$ cat src/rtl/flash_prog_pkg.sv
package flash_prog_pkg;

  localparam int WORD_W = 32;
  localparam int N_WORDS = 4;
  localparam int PAGE_DATA_W = WORD_W * N_WORDS;
  localparam logic [31:0] GARBAGE_SEED = 32'h5A5A_0000;

  typedef struct packed {
    logic psus;
    logic ehv;
    logic pgm;
  } ctl_t;

  function automatic logic [1:0] word_sel(input logic [3:0] low_addr);
    return low_addr[3:2];
  endfunction

  function automatic logic [PAGE_DATA_W-1:0] garbage_page(input logic [31:0] page);
    logic [PAGE_DATA_W-1:0] r;
    for (int k = 0; k < N_WORDS; k++) begin
      r[k*WORD_W +: WORD_W] = GARBAGE_SEED ^ page ^ 32'(k);
    end
    return r;
  endfunction

endpackage

$ cat src/rtl/fpc_seq_ctrl.sv
module fpc_seq_ctrl
  import flash_prog_pkg::*;
(
  input  logic clk,
  input  logic rst_n,
  input  logic ctl_we,
  input  ctl_t ctl_wd,
  input  logic ilk,
  input  logic fin,
  output logic pgm_q,
  output logic ehv_q,
  output logic psus_q,
  output logic done_q,
  output logic pass_q,
  output logic hv_on,
  output logic abort,
  output logic term,
  output logic seq_clr
);

  logic hv_end;
  logic start;

  always_comb begin
    hv_on  = ctl_we & ctl_wd.ehv & ctl_wd.pgm & ~ehv_q & pgm_q & ilk;
    abort  = ctl_we & ~ctl_wd.ehv & ehv_q & ~done_q & ~psus_q & ~fin;
    hv_end = ctl_we & ~ctl_wd.ehv & ehv_q & (done_q | fin);
    start  = (ctl_we & ~ehv_q & ~pgm_q & ctl_wd.pgm) | abort | hv_end;
    term   = ctl_we & ~ehv_q & pgm_q & ~ctl_wd.pgm;
    seq_clr = start | term;
  end

  always_ff @(posedge clk or negedge rst_n) begin
    if (!rst_n) begin
      pgm_q  <= 1'b0;
      ehv_q  <= 1'b0;
      psus_q <= 1'b0;
      done_q <= 1'b1;
      pass_q <= 1'b0;
    end else begin
      if (ctl_we && !ehv_q) pgm_q <= ctl_wd.pgm;

      if (hv_on) ehv_q <= 1'b1;
      else if (abort || hv_end) ehv_q <= 1'b0;

      if (abort || hv_end) psus_q <= 1'b0;
      else if (ctl_we && ehv_q && !done_q && !fin) psus_q <= ctl_wd.psus;

      if (hv_on) done_q <= 1'b0;
      else if (fin || abort) done_q <= 1'b1;

      if (hv_on || abort) pass_q <= 1'b0;
      else if (fin) pass_q <= 1'b1;
    end
  end

endmodule

$ cat src/rtl/fpc_pulse_timer.sv
module fpc_pulse_timer #(
  parameter int PULSE_LEN = 64
) (
  input  logic clk,
  input  logic rst_n,
  input  logic hv_on,
  input  logic run,
  output logic fin
);

  localparam int CNT_W = $clog2(PULSE_LEN + 1);
  localparam logic [CNT_W-1:0] LAST = CNT_W'(PULSE_LEN - 1);

  logic [CNT_W-1:0] cnt_q;

  assign fin = run && (cnt_q == LAST);

  always_ff @(posedge clk or negedge rst_n) begin
    if (!rst_n) cnt_q <= '0;
    else if (hv_on || fin) cnt_q <= '0;
    else if (run) cnt_q <= cnt_q + 1'b1;
  end

endmodule

$ cat src/rtl/fpc_page_buf.sv
module fpc_page_buf
  import flash_prog_pkg::*;
#(
  parameter int ADDR_W = 20,
  localparam int PAGE_W = ADDR_W - 4
) (
  input  logic                   clk,
  input  logic                   rst_n,
  input  logic                   clr,
  input  logic                   acc,
  input  logic [ADDR_W-1:0]      addr,
  input  logic                   shadow,
  input  logic                   ers_susp,
  input  logic [WORD_W-1:0]      wdata,
  output logic                   ilk_q,
  output logic [PAGE_W-1:0]      page_q,
  output logic                   space_q,
  output logic [PAGE_DATA_W-1:0] page_data
);

  logic [WORD_W-1:0] word_q [N_WORDS];
  logic              first_wr;

  assign first_wr = acc && !ilk_q;

  always_ff @(posedge clk or negedge rst_n) begin
    if (!rst_n) begin
      ilk_q   <= 1'b0;
      page_q  <= '0;
      space_q <= 1'b0;
    end else begin
      if (clr) ilk_q <= 1'b0;
      else if (acc) ilk_q <= 1'b1;
      if (first_wr) page_q <= addr[ADDR_W-1:4];
      if (first_wr && !ers_susp) space_q <= shadow;
    end
  end

  for (genvar k = 0; k < N_WORDS; k++) begin : g_word
    always_ff @(posedge clk or negedge rst_n) begin
      if (!rst_n) word_q[k] <= '1;
      else if (clr) word_q[k] <= '1;
      else if (acc && word_sel(addr[3:0]) == 2'(k)) word_q[k] <= wdata;
    end
    assign page_data[k*WORD_W +: WORD_W] = word_q[k];
  end

endmodule

$ cat src/rtl/flash_prog_ctrl.sv
module flash_prog_ctrl
  import flash_prog_pkg::*;
#(
  parameter int ADDR_W = 20,
  parameter int PULSE_LEN = 64,
  localparam int PAGE_W = ADDR_W - 4
) (
  input  logic              clk,
  input  logic              rst_n,
  input  logic              ctl_we,
  input  logic [2:0]        ctl_wdata,
  input  logic              ers_susp,
  input  logic              dat_we,
  input  logic [ADDR_W-1:0] dat_addr,
  input  logic              dat_shadow,
  input  logic [31:0]       dat_wdata,
  output logic              st_pgm,
  output logic              st_ehv,
  output logic              st_psus,
  output logic              st_done,
  output logic              st_pass,
  output logic              st_space,
  output logic              arr_we,
  output logic              arr_space,
  output logic [PAGE_W-1:0] arr_page,
  output logic [127:0]      arr_data
);

  ctl_t                   cw;
  logic                   ilk_w, fin_w, hv_on_w, abort_w, term_w, clr_w;
  logic                   acc_w, run_w;
  logic [PAGE_W-1:0]      page_w;
  logic [PAGE_DATA_W-1:0] buf_w;

  assign cw    = ctl_t'(ctl_wdata);
  assign run_w = st_ehv & ~st_done & ~st_psus;
  assign acc_w = dat_we & st_pgm & ~st_ehv & ~clr_w;

  fpc_seq_ctrl i_ctrl (
    .clk(clk), .rst_n(rst_n), .ctl_we(ctl_we), .ctl_wd(cw),
    .ilk(ilk_w), .fin(fin_w),
    .pgm_q(st_pgm), .ehv_q(st_ehv), .psus_q(st_psus),
    .done_q(st_done), .pass_q(st_pass),
    .hv_on(hv_on_w), .abort(abort_w), .term(term_w), .seq_clr(clr_w)
  );

  fpc_pulse_timer #(.PULSE_LEN(PULSE_LEN)) i_timer (
    .clk(clk), .rst_n(rst_n), .hv_on(hv_on_w), .run(run_w), .fin(fin_w)
  );

  fpc_page_buf #(.ADDR_W(ADDR_W)) i_buf (
    .clk(clk), .rst_n(rst_n), .clr(clr_w), .acc(acc_w),
    .addr(dat_addr), .shadow(dat_shadow), .ers_susp(ers_susp),
    .wdata(dat_wdata), .ilk_q(ilk_w), .page_q(page_w),
    .space_q(st_space), .page_data(buf_w)
  );

  always_ff @(posedge clk or negedge rst_n) begin
    if (!rst_n) begin
      arr_we    <= 1'b0;
      arr_space <= 1'b0;
      arr_page  <= '0;
      arr_data  <= '0;
    end else begin
      arr_we <= fin_w | abort_w;
      if (fin_w || abort_w) begin
        arr_space <= st_space;
        arr_page  <= page_w;
        arr_data  <= fin_w ? buf_w : garbage_page(32'(page_w));
      end
    end
  end

endmodule

$ cat config.mk
export PLATFORM = sky130hd
export DESIGN_NAME = flash_prog_ctrl
export DESIGN_NICKNAME = d
export VERILOG_FILES = /design/src/rtl/flash_prog_pkg.sv /design/src/rtl/fpc_seq_ctrl.sv /design/src/rtl/fpc_pulse_timer.sv /design/src/rtl/fpc_page_buf.sv /design/src/rtl/flash_prog_ctrl.sv
export SDC_FILE = /design/constraint.sdc
export NUM_CORES = 1
export LEC_CHECK = 0
export CAP_MARGIN = 20
export CORE_MARGIN = 10
export CORE_UTILIZATION = 35
export CTS_CLUSTER_DIAMETER = 50
export DETAILED_ROUTE_END_ITERATION = 16
export DONT_BUFFER_PORTS = 1
export PLACE_DENSITY = 0.61
export SYNTH_ARGS = -nofsm -noshare
export SYNTH_HDL_FRONTEND = slang
export SYNTH_SLANG_ARGS = --single-unit
$ cat constraint.sdc
create_clock -name clk -period 2.4 [get_ports clk]
set_input_delay 0.24 -clock clk [delete_from_list [all_inputs] [get_ports clk]]
set_output_delay 0.24 -clock clk [all_outputs]
set_load 0.03 [all_outputs]
After elaboration in Yosys (flattened, before gate mapping). Index checks and enable logic that the tools add are counted.

Memory bits (read-only): 0. Memory bits (writable): 0. Latch bits: 0. Memories: 0. Bits in registers: 304.

Muxes and demuxes: 21. Reductions and logical operators: 31. Add/sub/neg operators: 1. Equality and inequality tests: 4. Multiply operators: 0. Shift-type cells: 0. Bitwise operators: 37. Magnitude comparators: 0. Div/mod/pow operators: 0.

Operators with widths (count): $mux W32 (8); $mux W128 (1); $and A1 B1 Y1 (21); $reduce_bool A2 Y1 (10); $mux W7 (2); $logic_and A1 B1 Y1 (11); $mux W1 (10); $not A1 Y1 (10); $add A7 B1 Y7 const B (1); $eq A7 B6 Y1 const B (1); $logic_not A1 Y1 (5); $or A1 B1 Y1 (5); $eq A2 B2 Y1 const B (2); $logic_or A1 B1 Y1 (4); $eq A2 B1 Y1 const B (1); $logic_not A2 Y1 (1); $not A2 Y2 (1).

Longest topological paths before layout. Gate-level depths: netlist of the first run.

Depth in word-level cells: 14. Mapped depth: 7.

Modules after synthesis. A second synthesis of the first run with hierarchy kept.

Cell total of the unflattened synthesis: 1006. Area total of the unflattened synthesis: 12689.7 µm².

By module, submodules not included: flash_prog_ctrl (cells an instance 530, area an instance 6085.8 µm², instances 1, sequential area each 3653.5 µm²); fpc_page_buf (cells an instance 415, area an instance 5973.2 µm², instances 1, sequential area each 3813.7 µm²); fpc_pulse_timer (cells an instance 35, area an instance 365.4 µm², instances 1, sequential area each 175.2 µm²); fpc_seq_ctrl (cells an instance 26, area an instance 265.3 µm², instances 1, sequential area each 126.4 µm²).

Worst setup path after synthesis of the first run. No wires, ideal clock.

Path type: reg2reg. Start point: register i_ctrl.ehv_q. End point: register i_buf.page_q[10]. Path buffers: 2. Period minus slack after synthesis: 2.043 ns. Cell stages (with the launch flop): 6. Data arrival time: 1.918 ns. Setup time: 0.125 ns. Setup slack: 0.357 ns. Required time: 2.275 ns. Cell sequence: dfrtp_1 clkbuf_1 nand3b_1 nor3_2 buf_2 mux2_2.

Longest elaborated chain between the ends: 11.

RTL lines: start, declared (RTL line fpc_seq_ctrl.sv:11) `output logic ehv_q,`; start signal, assigned (RTL line fpc_seq_ctrl.sv:36) `ehv_q <= 1'b0;`; start signal, assigned (RTL line fpc_seq_ctrl.sv:43) `if (hv_on) ehv_q <= 1'b1;`; start signal, assigned (RTL line fpc_seq_ctrl.sv:44) `else if (abort || hv_end) ehv_q <= 1'b0;`; $and A1 B1 Y1 (2 in a row) (RTL line flash_prog_ctrl.sv:36) `assign run_w = st_ehv & ~st_done & ~st_psus;`; $logic_and A1 B1 Y1 (RTL line fpc_pulse_timer.sv:16) `assign fin = run && (cnt_q == LAST);`; $not A1 Y1 (RTL line fpc_seq_ctrl.sv:26) `abort = ctl_we & ~ctl_wd.ehv & ehv_q & ~done_q & ~psus_q & ~fin;`; $and A1 B1 Y1 (RTL line fpc_seq_ctrl.sv:26); $or A1 B1 Y1 (2 in a row) (RTL line fpc_seq_ctrl.sv:28) `start = (ctl_we & ~ehv_q & ~pgm_q & ctl_wd.pgm) | abort | hv_end;`; $or A1 B1 Y1 (RTL line fpc_seq_ctrl.sv:30) `seq_clr = start | term;`; $not A1 Y1 (RTL line flash_prog_ctrl.sv:37) `assign acc_w = dat_we & st_pgm & ~st_ehv & ~clr_w;`; $and A1 B1 Y1 * (RTL line flash_prog_ctrl.sv:37); $logic_and A1 B1 Y1 * (RTL line fpc_page_buf.sv:24) `assign first_wr = acc && !ilk_q;`; end signal, assigned (RTL line fpc_page_buf.sv:34) `if (first_wr) page_q <= addr[ADDR_W-1:4];`; end, declared (RTL line fpc_page_buf.sv:16) `output logic [PAGE_W-1:0] page_q,`.

Mark *: on every way between the ends. The rest lies on a longest branch, timed or not. A chain may end at the register's enable or synchronous reset.

Final worst setup path of the first run.
Start point: register i_ctrl.psus_q. End point: register i_buf.word_q (netlist bit i_buf.page_data[76]).

Longest elaborated chain between the ends: 12.

RTL lines: start, declared (RTL line fpc_seq_ctrl.sv:12) `output logic psus_q,`; start signal, assigned (RTL line fpc_seq_ctrl.sv:47) `else if (ctl_we && ehv_q && !done_q && !fin) psus_q <= ctl_wd.psus;`; $not A1 Y1 * (RTL line fpc_seq_ctrl.sv:26, flash_prog_ctrl.sv:36); $and A1 B1 Y1 (RTL line flash_prog_ctrl.sv:36); $logic_and A1 B1 Y1 (RTL line fpc_pulse_timer.sv:16); $not A1 Y1 (RTL line fpc_seq_ctrl.sv:26); $and A1 B1 Y1 (RTL line fpc_seq_ctrl.sv:26); $or A1 B1 Y1 (RTL line fpc_seq_ctrl.sv:28); $or A1 B1 Y1 * (RTL line fpc_seq_ctrl.sv:28); $or A1 B1 Y1 * (RTL line fpc_seq_ctrl.sv:30); $not A1 Y1 (RTL line flash_prog_ctrl.sv:37); $and A1 B1 Y1 (RTL line flash_prog_ctrl.sv:37); $logic_and A1 B1 Y1 (RTL line fpc_page_buf.sv:43) `else if (acc && word_sel(addr[3:0]) == 2'(k)) word_q[k] <= wdata;`; $reduce_bool A2 Y1 (no source line); end signal, assigned by index (RTL line fpc_page_buf.sv:43); end, declared (RTL line fpc_page_buf.sv:21) `logic [WORD_W-1:0] word_q [N_WORDS];`.

Marks and branches as above.

==> results of run 1 <==
-- cell usage after synthesis, types with 2 or more instances --
| library cell | n |
|---|---|
| sky130_fd_sc_hd__dfstp_2 | 129 |
| sky130_fd_sc_hd__nand4_1 | 18 |
| sky130_fd_sc_hd__buf_1 | 4 |
| sky130_fd_sc_hd__o22ai_1 | 128 |
| sky130_fd_sc_hd__xnor2_1 | 2 |
| sky130_fd_sc_hd__nor3_1 | 131 |
| sky130_fd_sc_hd__buf_6 | 9 |
| sky130_fd_sc_hd__mux2i_1 | 33 |
| sky130_fd_sc_hd__nand3b_1 | 2 |
| sky130_fd_sc_hd__inv_1 | 36 |
| sky130_fd_sc_hd__dfrtp_1 | 175 |
| sky130_fd_sc_hd__buf_2 | 12 |
| sky130_fd_sc_hd__o211ai_1 | 17 |
| sky130_fd_sc_hd__or3_1 | 6 |
| sky130_fd_sc_hd__nand2b_1 | 3 |
| sky130_fd_sc_hd__a31oi_1 | 66 |
| sky130_fd_sc_hd__mux2_2 | 18 |
| sky130_fd_sc_hd__nand3_1 | 20 |
| sky130_fd_sc_hd__a21oi_1 | 197 |
| sky130_fd_sc_hd__nand2_1 | 2 |
| sky130_fd_sc_hd__nor4_1 | 97 |
| sky130_fd_sc_hd__o21ai_0 | 121 |
| sky130_fd_sc_hd__a211oi_1 | 2 |
| sky130_fd_sc_hd__clkbuf_1 | 155 |
| sky130_fd_sc_hd__nor2b_1 | 20 |
-- how the worst max path moves through the flow --
stage,from,endpoint,cells past startpoint
finish,i_ctrl.psus_q$_DFFE_PN0P_,i_buf.page_data[76]$_DFFE_PN1P_,6
global route,i_ctrl.psus_q$_DFFE_PN0P_,i_buf.page_data[70]$_DFFE_PN1P_,6
CTS,i_ctrl.ehv_q$_DFFE_PN0P_,i_buf.page_data[39]$_DFFE_PN1P_,6
detailed placement,i_ctrl.done_q$_DFFE_PN1P_,arr_data[42]$_DFFE_PN0P_,5
global placement,i_ctrl.done_q$_DFFE_PN1P_,arr_data[34]$_DFFE_PN0P_,5
floorplan,i_ctrl.ehv_q$_DFFE_PN0P_,i_buf.page_q[10]$_DFFE_PN0P_,5
-- sequential cells by signal, indices dropped and copies added, names as in the netlist, 7 cells and up --
signal,count
arr_page,16
i_buf.page_data,128
i_timer.cnt_q,7
i_buf.page_q,16
arr_data,128
-- what timing repair did --
| item | 4_1_cts | 5_1_grt |
|---|---|---|
| buffers inserted | 0 | 4 |
| endpoints found under the hold margin | 453 | 304 |
| resized for setup | 0 | 5 |
| endpoints found under the setup margin | 0 | 10 |
-- stage by stage --
step	worst slack [ps]	instances	hold slack, ps
after detailed placement	254	1797	-39.3
after CTS	58.1	1933	-603
final	71.2	1943	-574
after global placement	310	1797	-39.7
after global routing	14.3	1941	-597
after floorplan	357	1420	-55.6
-- final cells by class --
class | count | area [sq um]
sequential | 304 | 7770
timing repair buffer | 105 | 1140
clock inverter | 14 | 128
clock buffer | 53 | 1070
multi-input combinational | 901 | 5430
inverter | 36 | 140
fill | 3827 | 23300
antenna | 5 | 12.5
tap | 525 | 657
-- report_power, final --
part	switching, mW	internal, mW
logic	2.60	1.64
clock network	2.30	3.24
registers	3.09	7.02
-- routing by layer --
metal	vias to the layer above	part of all wire	global-route usage	routed length, um
li1	5322	-	-	-
met1	6083	0.43	0.282	21900
met4	4	0.022	0.0564	1140
met5	-	0.00045	0	23
met2	613	0.45	0.292	23000
met3	71	0.10	0.0629	5340
-- critical path, cell delays in order, from the launching register on --
cell and delay [ps]:
sky130_fd_sc_hd__dfrtp_1 350, sky130_fd_sc_hd__buf_4 200, sky130_fd_sc_hd__nor2b_2 390, sky130_fd_sc_hd__o22a_4 380, sky130_fd_sc_hd__buf_12 250, sky130_fd_sc_hd__o22ai_1 100
sky130_fd_sc_hd__dlygate4sd3_1 590
-- cell families (layout without fill, tap and decap cells) --
kind of cell / count (synthesis) / after routing / share of synthesized area
xor+xnor: 2 / 2 / 0.00125
compound gates: 535 / 536 / 0.213
fa+ha+maj: 1 / 1 / 0.000894
other cells: 0 / 5 / 0
mux: 51 / 51 / 0.0381
flops: 304 / 304 / 0.555
simple gates: 311 / 311 / 0.127
buf+inv: 216 / 208 / 0.0639
==> flow_summary.rst, run 1 <==
.. list-table::
   :header-rows: 1

   * - Metric
     - Value
   * - GPL Wtd Cong
     - 0.804
   * - Final setup viols
     - 0
   * - Wire length of the first global-routing pass
     - 76000 um
   * - Capture point of the worst reg-to-reg path
     - i_buf.page_data[76]$_DFFE_PN1P_
   * - Final nets
     - 1447
   * - Fraction of final layout cells with drive strength greater than 1
     - 0.183
   * - Clock tree from TritonCTS
     - yes
   * - Data required time at the worst endpoint
     - 2870 ps
   * - Total track usage
     - 0.201
   * - Dpl hpwl
     - 28600 um
   * - Nature of the critical path startpoint
     - flip-flop
   * - Total negative slack for setup checks
     - 0 ps
   * - Routed WL
     - 51400 um
   * - Clock latency on the worst-skew pair
     - 550 ps
   * - Worst hold slack
     - -574 ps
   * - Post-route fraction of the period consumed by the critical path
     - 0.970
   * - FMAX
     - 429 MHz
   * - Clock slew at reported path FFs
     - 60 ps
   * - Most common cell after layout, fill and taps aside
     - sky130_fd_sc_hd__a21oi_1
   * - Ports
     - 213
   * - Actual transition at the worst max-transition pin
     - 862 ps
   * - Maximum fanout count along the critical path
     - 34
   * - Antenna violations before repair
     - 7
   * - Area growth, synth to finish
     - 16.9%
   * - Chip height
     - 220 um
   * - Number of DRC markers after the initial detailed-route iteration
     - 1600
   * - Finished Core Util
     - 0.412
   * - Post-route minimum period
     - 2330 ps
   * - Nets in the synthesized netlist
     - 1482
   * - Number of global-route vias before repair
     - 11437
   * - Post-synth design cell area
     - 0.0140 sq mm
   * - Setup repair after global routing missed its margin
     - no
   * - Count of different cell masters after synthesis
     - 42
   * - Mean Syn Cell Area
     - 9.85 sq um
   * - Fraction of post-synthesis cell area in the top cell type by area
     - 0.313
   * - Number of storage elements in the synthesis netlist
     - 304
   * - Setup Crit Path Kind
     - flip-flop to flip-flop
   * - Final antenna-violating net count
     - 0
   * - Launch instance of the worst register-to-register path
     - i_ctrl.psus_q$_DFFE_PN0P_
   * - Endpoint kind of the worst setup timing path
     - flip-flop
   * - Wire length per cell
     - 26.5 um
   * - Async set or reset register ratio after synthesis
     - 1.00
   * - Min-delay worst type
     - input port to asynchronous set/reset pin
   * - Highest-count cells in the layout ignoring fill and taps
     - 197 x sky130_fd_sc_hd__a21oi_1, 175 x sky130_fd_sc_hd__dfrtp_1, 130 x sky130_fd_sc_hd__nor3_1
   * - Setup slack on the worst flop-to-flop path
     - 70 ps
   * - Count of synthesis-stage warnings from yosys
     - 0
   * - Status
     - complete, but fails checks
   * - DRT Pass-1 Iters
     - 7
   * - Mean number of vias per cell
     - 6.22
   * - Areal power density over the cells
     - 1220 mW/mm^2
   * - Cell at the root of the clock tree
     - sky130_fd_sc_hd__clkbuf_16
   * - Core Region
     - 0.0396 sq mm
   * - Max-capacitance violation count
     - 0
   * - Number of remaining DRC errors
     - 0
   * - Worst slew margin relative to its limit
     - 0.425
   * - DR vias
     - 12093
   * - Top cell type by total area after synthesis
     - sky130_fd_sc_hd__dfrtp_1
   * - Final non-filler cell area
     - 0.0163 sq mm
   * - Standby leakage power
     - 6.07 nW
   * - Number of placement rows
     - 73
   * - Effective utilization at floorplan
     - 0.353
   * - Gate count of the mapped netlist
     - 1420
   * - FF-to-FF path depth
     - 6
   * - Failing checks
     - hold timing
   * - Worst supply voltage drop on vdd
     - 0.000498 V
   * - Number of synthesized flops with an enable pin
     - 0
   * - Crit path arrival time
     - 2800 ps
   * - Area contributors post-synth
     - sky130_fd_sc_hd__dfrtp_1 31%, sky130_fd_sc_hd__dfstp_2 24%, sky130_fd_sc_hd__a21oi_1 7.0%
   * - Fin. max-slew vios
     - 0
   * - Maximum number of pins on one net before global-route repair
     - 305
   * - Share of the yosys chip area belonging to registers
     - 0.555
   * - Post-place instance area
     - 0.0144 sq mm
   * - Floorplan die area
     - 0.0484 sq mm
   * - Clock tree buffer depth
     - 3
   * - Most used DFF post-synth
     - sky130_fd_sc_hd__dfrtp_1
   * - Final number of hold-violating endpoints
     - 304
   * - Clock sinks
     - 304
   * - Number of input and output port buffers inserted
     - 0
   * - Setup skew after layout
     - 30.9 ps
   * - Overall power of the completed layout
     - 19.9 mW
   * - Inserted Clock Buffers
     - 37
   * - Die X
     - 220 um
   * - Hold-fix buffer count after cts
     - 69
   * - CTS H-Tree Depth
     - 2
   * - Final global-route overflow total
     - 0
No activity file was read; power rests on OpenSTA's default activity.
==> run 2, diff against run 1 <==
--- a/config.mk
+++ b/config.mk
@@ -6,12 +6,15 @@
 export NUM_CORES = 1
 export LEC_CHECK = 0
 export CAP_MARGIN = 20
+export CELL_PAD_IN_SITES_DETAIL_PLACEMENT = 1
+export CELL_PAD_IN_SITES_GLOBAL_PLACEMENT = 2
 export CORE_MARGIN = 10
 export CORE_UTILIZATION = 35
+export CTS_BUF_LIST = sky130_fd_sc_hd__clkbuf_4
 export CTS_CLUSTER_DIAMETER = 50
 export DETAILED_ROUTE_END_ITERATION = 16
 export DONT_BUFFER_PORTS = 1
-export PLACE_DENSITY = 0.61
+export PLACE_DENSITY_LB_ADDON = 0.12
 export SYNTH_ARGS = -nofsm -noshare
 export SYNTH_HDL_FRONTEND = slang
 export SYNTH_SLANG_ARGS = --single-unit
==> flow_summary.rst, run 2 (synthesis results as in run 1) <==
.. list-table::
   :header-rows: 1

   * - Metric
     - Value
   * - Setup skew after layout
     - 35.7 ps
   * - Final WS setup
     - 121 ps
   * - Status
     - complete, but fails checks
   * - Number of DRC markers after the initial detailed-route iteration
     - 886
   * - Number of input and output port buffers inserted
     - 0
   * - Area growth, synth to finish
     - 18.5%
   * - Max-capacitance violation count
     - 0
   * - Dpl hpwl
     - 33500 um
   * - Standby leakage power
     - 6.35 nW
   * - Inserted Clock Buffers
     - 92
   * - Most common cell after layout, fill and taps aside
     - sky130_fd_sc_hd__a21oi_1
   * - Total negative slack for setup checks
     - 0 ps
   * - Actual transition at the worst max-transition pin
     - 1050 ps
   * - GPL Wtd Cong
     - 0.753
   * - Floorplan die area
     - 0.0484 sq mm
   * - Highest-count cells in the layout ignoring fill and taps
     - 197 x sky130_fd_sc_hd__a21oi_1, 175 x sky130_fd_sc_hd__dfrtp_1, 161 x sky130_fd_sc_hd__clkbuf_4
   * - Data required time at the worst endpoint
     - 3130 ps
   * - Wire length per cell
     - 27.6 um
   * - Post-route minimum period
     - 2280 ps
   * - Slowest-stage cell, CP
     - sky130_fd_sc_hd__dfstp_2
   * - Final setup viols
     - 0
   * - Final number of hold-violating endpoints
     - 304
   * - Quantity of gates resized following cts
     - 0
   * - Post-route fraction of the period consumed by the critical path
     - 0.950
   * - Clock slew at reported path FFs
     - 70 ps
   * - DRT Pass-1 Iters
     - 5
   * - Mean number of vias per cell
     - 6.03
   * - Fin. max-slew vios
     - 0
   * - Failing checks
     - hold timing
   * - Nature of the critical path startpoint
     - flip-flop
   * - Routed WL
     - 56800 um
   * - Number of remaining DRC errors
     - 0
   * - Min-delay worst type
     - input port to asynchronous set/reset pin
   * - Maximum fanout count along the critical path
     - 38
   * - DR vias
     - 12426
   * - Number of placement rows
     - 73
   * - Worst-path cell chain
     - nor2b_1 -> o22a_4 -> buf_12 -> o22ai_1 -> dlygate4sd3_1
   * - Cell at the root of the clock tree
     - sky130_fd_sc_hd__clkbuf_4
   * - Maximum number of pins on one net before global-route repair
     - 305
   * - Clock tree from TritonCTS
     - yes
   * - Die X
     - 220 um
   * - Areal power density over the cells
     - 1190 mW/mm^2
   * - Setup Crit Path Kind
     - flip-flop to flip-flop
   * - Antenna violations before repair
     - 13
   * - Final nets
     - 1516
   * - CTS H-Tree Depth
     - 3
   * - Clock sinks
     - 304
   * - Chip height
     - 220 um
   * - Setup repair after global routing missed its margin
     - no
   * - Final global-route overflow total
     - 0
   * - Endpoint kind of the worst setup timing path
     - flip-flop
   * - Core Region
     - 0.0396 sq mm
   * - Kind of cell adding the most delay to the critical path
     - buffers and inverters
   * - Worst hold slack
     - -866 ps
   * - Number of global-route vias before repair
     - 12743
   * - Ports
     - 213
   * - Final antenna-violating net count
     - 0
   * - Fraction of final layout cells with drive strength greater than 1
     - 0.249
   * - Hold-fix buffer count after cts
     - 65
   * - Worst supply voltage drop on vdd
     - 0.000526 V
   * - DP Worst Slack
     - 261 ps
   * - Effective utilization at floorplan
     - 0.353
   * - Total track usage
     - 0.231
   * - Wire length of the first global-routing pass
     - 85800 um
   * - FMAX
     - 439 MHz
   * - Post-CTS Setup Inserts
     - 0
   * - Clock latency on the worst-skew pair
     - 800 ps
   * - Crit path arrival time
     - 3010 ps
   * - Buffers and inverters on the worst path
     - 2
   * - Peak per-stage delay on the critical path
     - 720 ps
   * - Clock tree buffer depth
     - 3
   * - Worst slew margin relative to its limit
     - 0.302
run 2: layout make-up:
cell class	count	area (sq um)
inverter	36	140
tap	525	657
clock buffer	161	1210
antenna	8	20.0
multi-input combinational	900	5410
fill	4449	23100
sequential	304	7770
timing repair buffer	120	1330
clock inverter	8	35.0
run 2: layer usage:
layer	vias up	global-route usage	share of wire
li1	5505	-	-
met2	317	0.331	0.44
met1	6522	0.337	0.48
met5	-	0	0.00076
met3	74	0.0616	0.063
met4	8	0.0589	0.017
run 2: through the flow:
stage	instances	area (sq um)	util	total power, mW
final	2062	16600	0.418	19.7
after detailed placement	1820	14600	0.369	14.3
after CTS	2054	16600	0.418	20.0
after global placement	1820	14600	0.369	14.1
after floorplan	1420	14000	-	12.4
after global routing	2059	16600	0.418	20.9
run 2: final timing paths:
check	start	to	cells past startpoint	slack (ps)
min in group clk	dat_we	i_buf.page_data[65]$_DFFE_PN1P_	4	90
max	i_ctrl.done_q$_DFFE_PN1P_	i_buf.page_data[72]$_DFFE_PN1P_	5	120
max in group asynchronous	rst_n	arr_data[22]$_DFFE_PN0P_	0	2370
min reg2reg	i_buf.page_data[50]$_DFFE_PN1P_	arr_data[50]$_DFFE_PN0P_	2	490
min	rst_n	arr_page[15]$_DFFE_PN0P_	0	-870
max reg2reg	i_ctrl.done_q$_DFFE_PN1P_	i_buf.page_data[72]$_DFFE_PN1P_	5	120
run 2: worst reg2reg max path: cells and delay by family, from the launching register on:
family	cells	cell delay (ps)
buffers and inverters	2	820
DFF	1	720
AOI/OAI and AO/OA	2	570
and+or+nand+nor	1	130
run 2: where the power goes:
part	internal (mW)	leakage, nW	switching, mW
Clock	2.98	0.761	2.39
Combinational	1.65	2.44	2.59
Sequential	7.02	3.15	3.12
Total	11.6	6.35	8.10
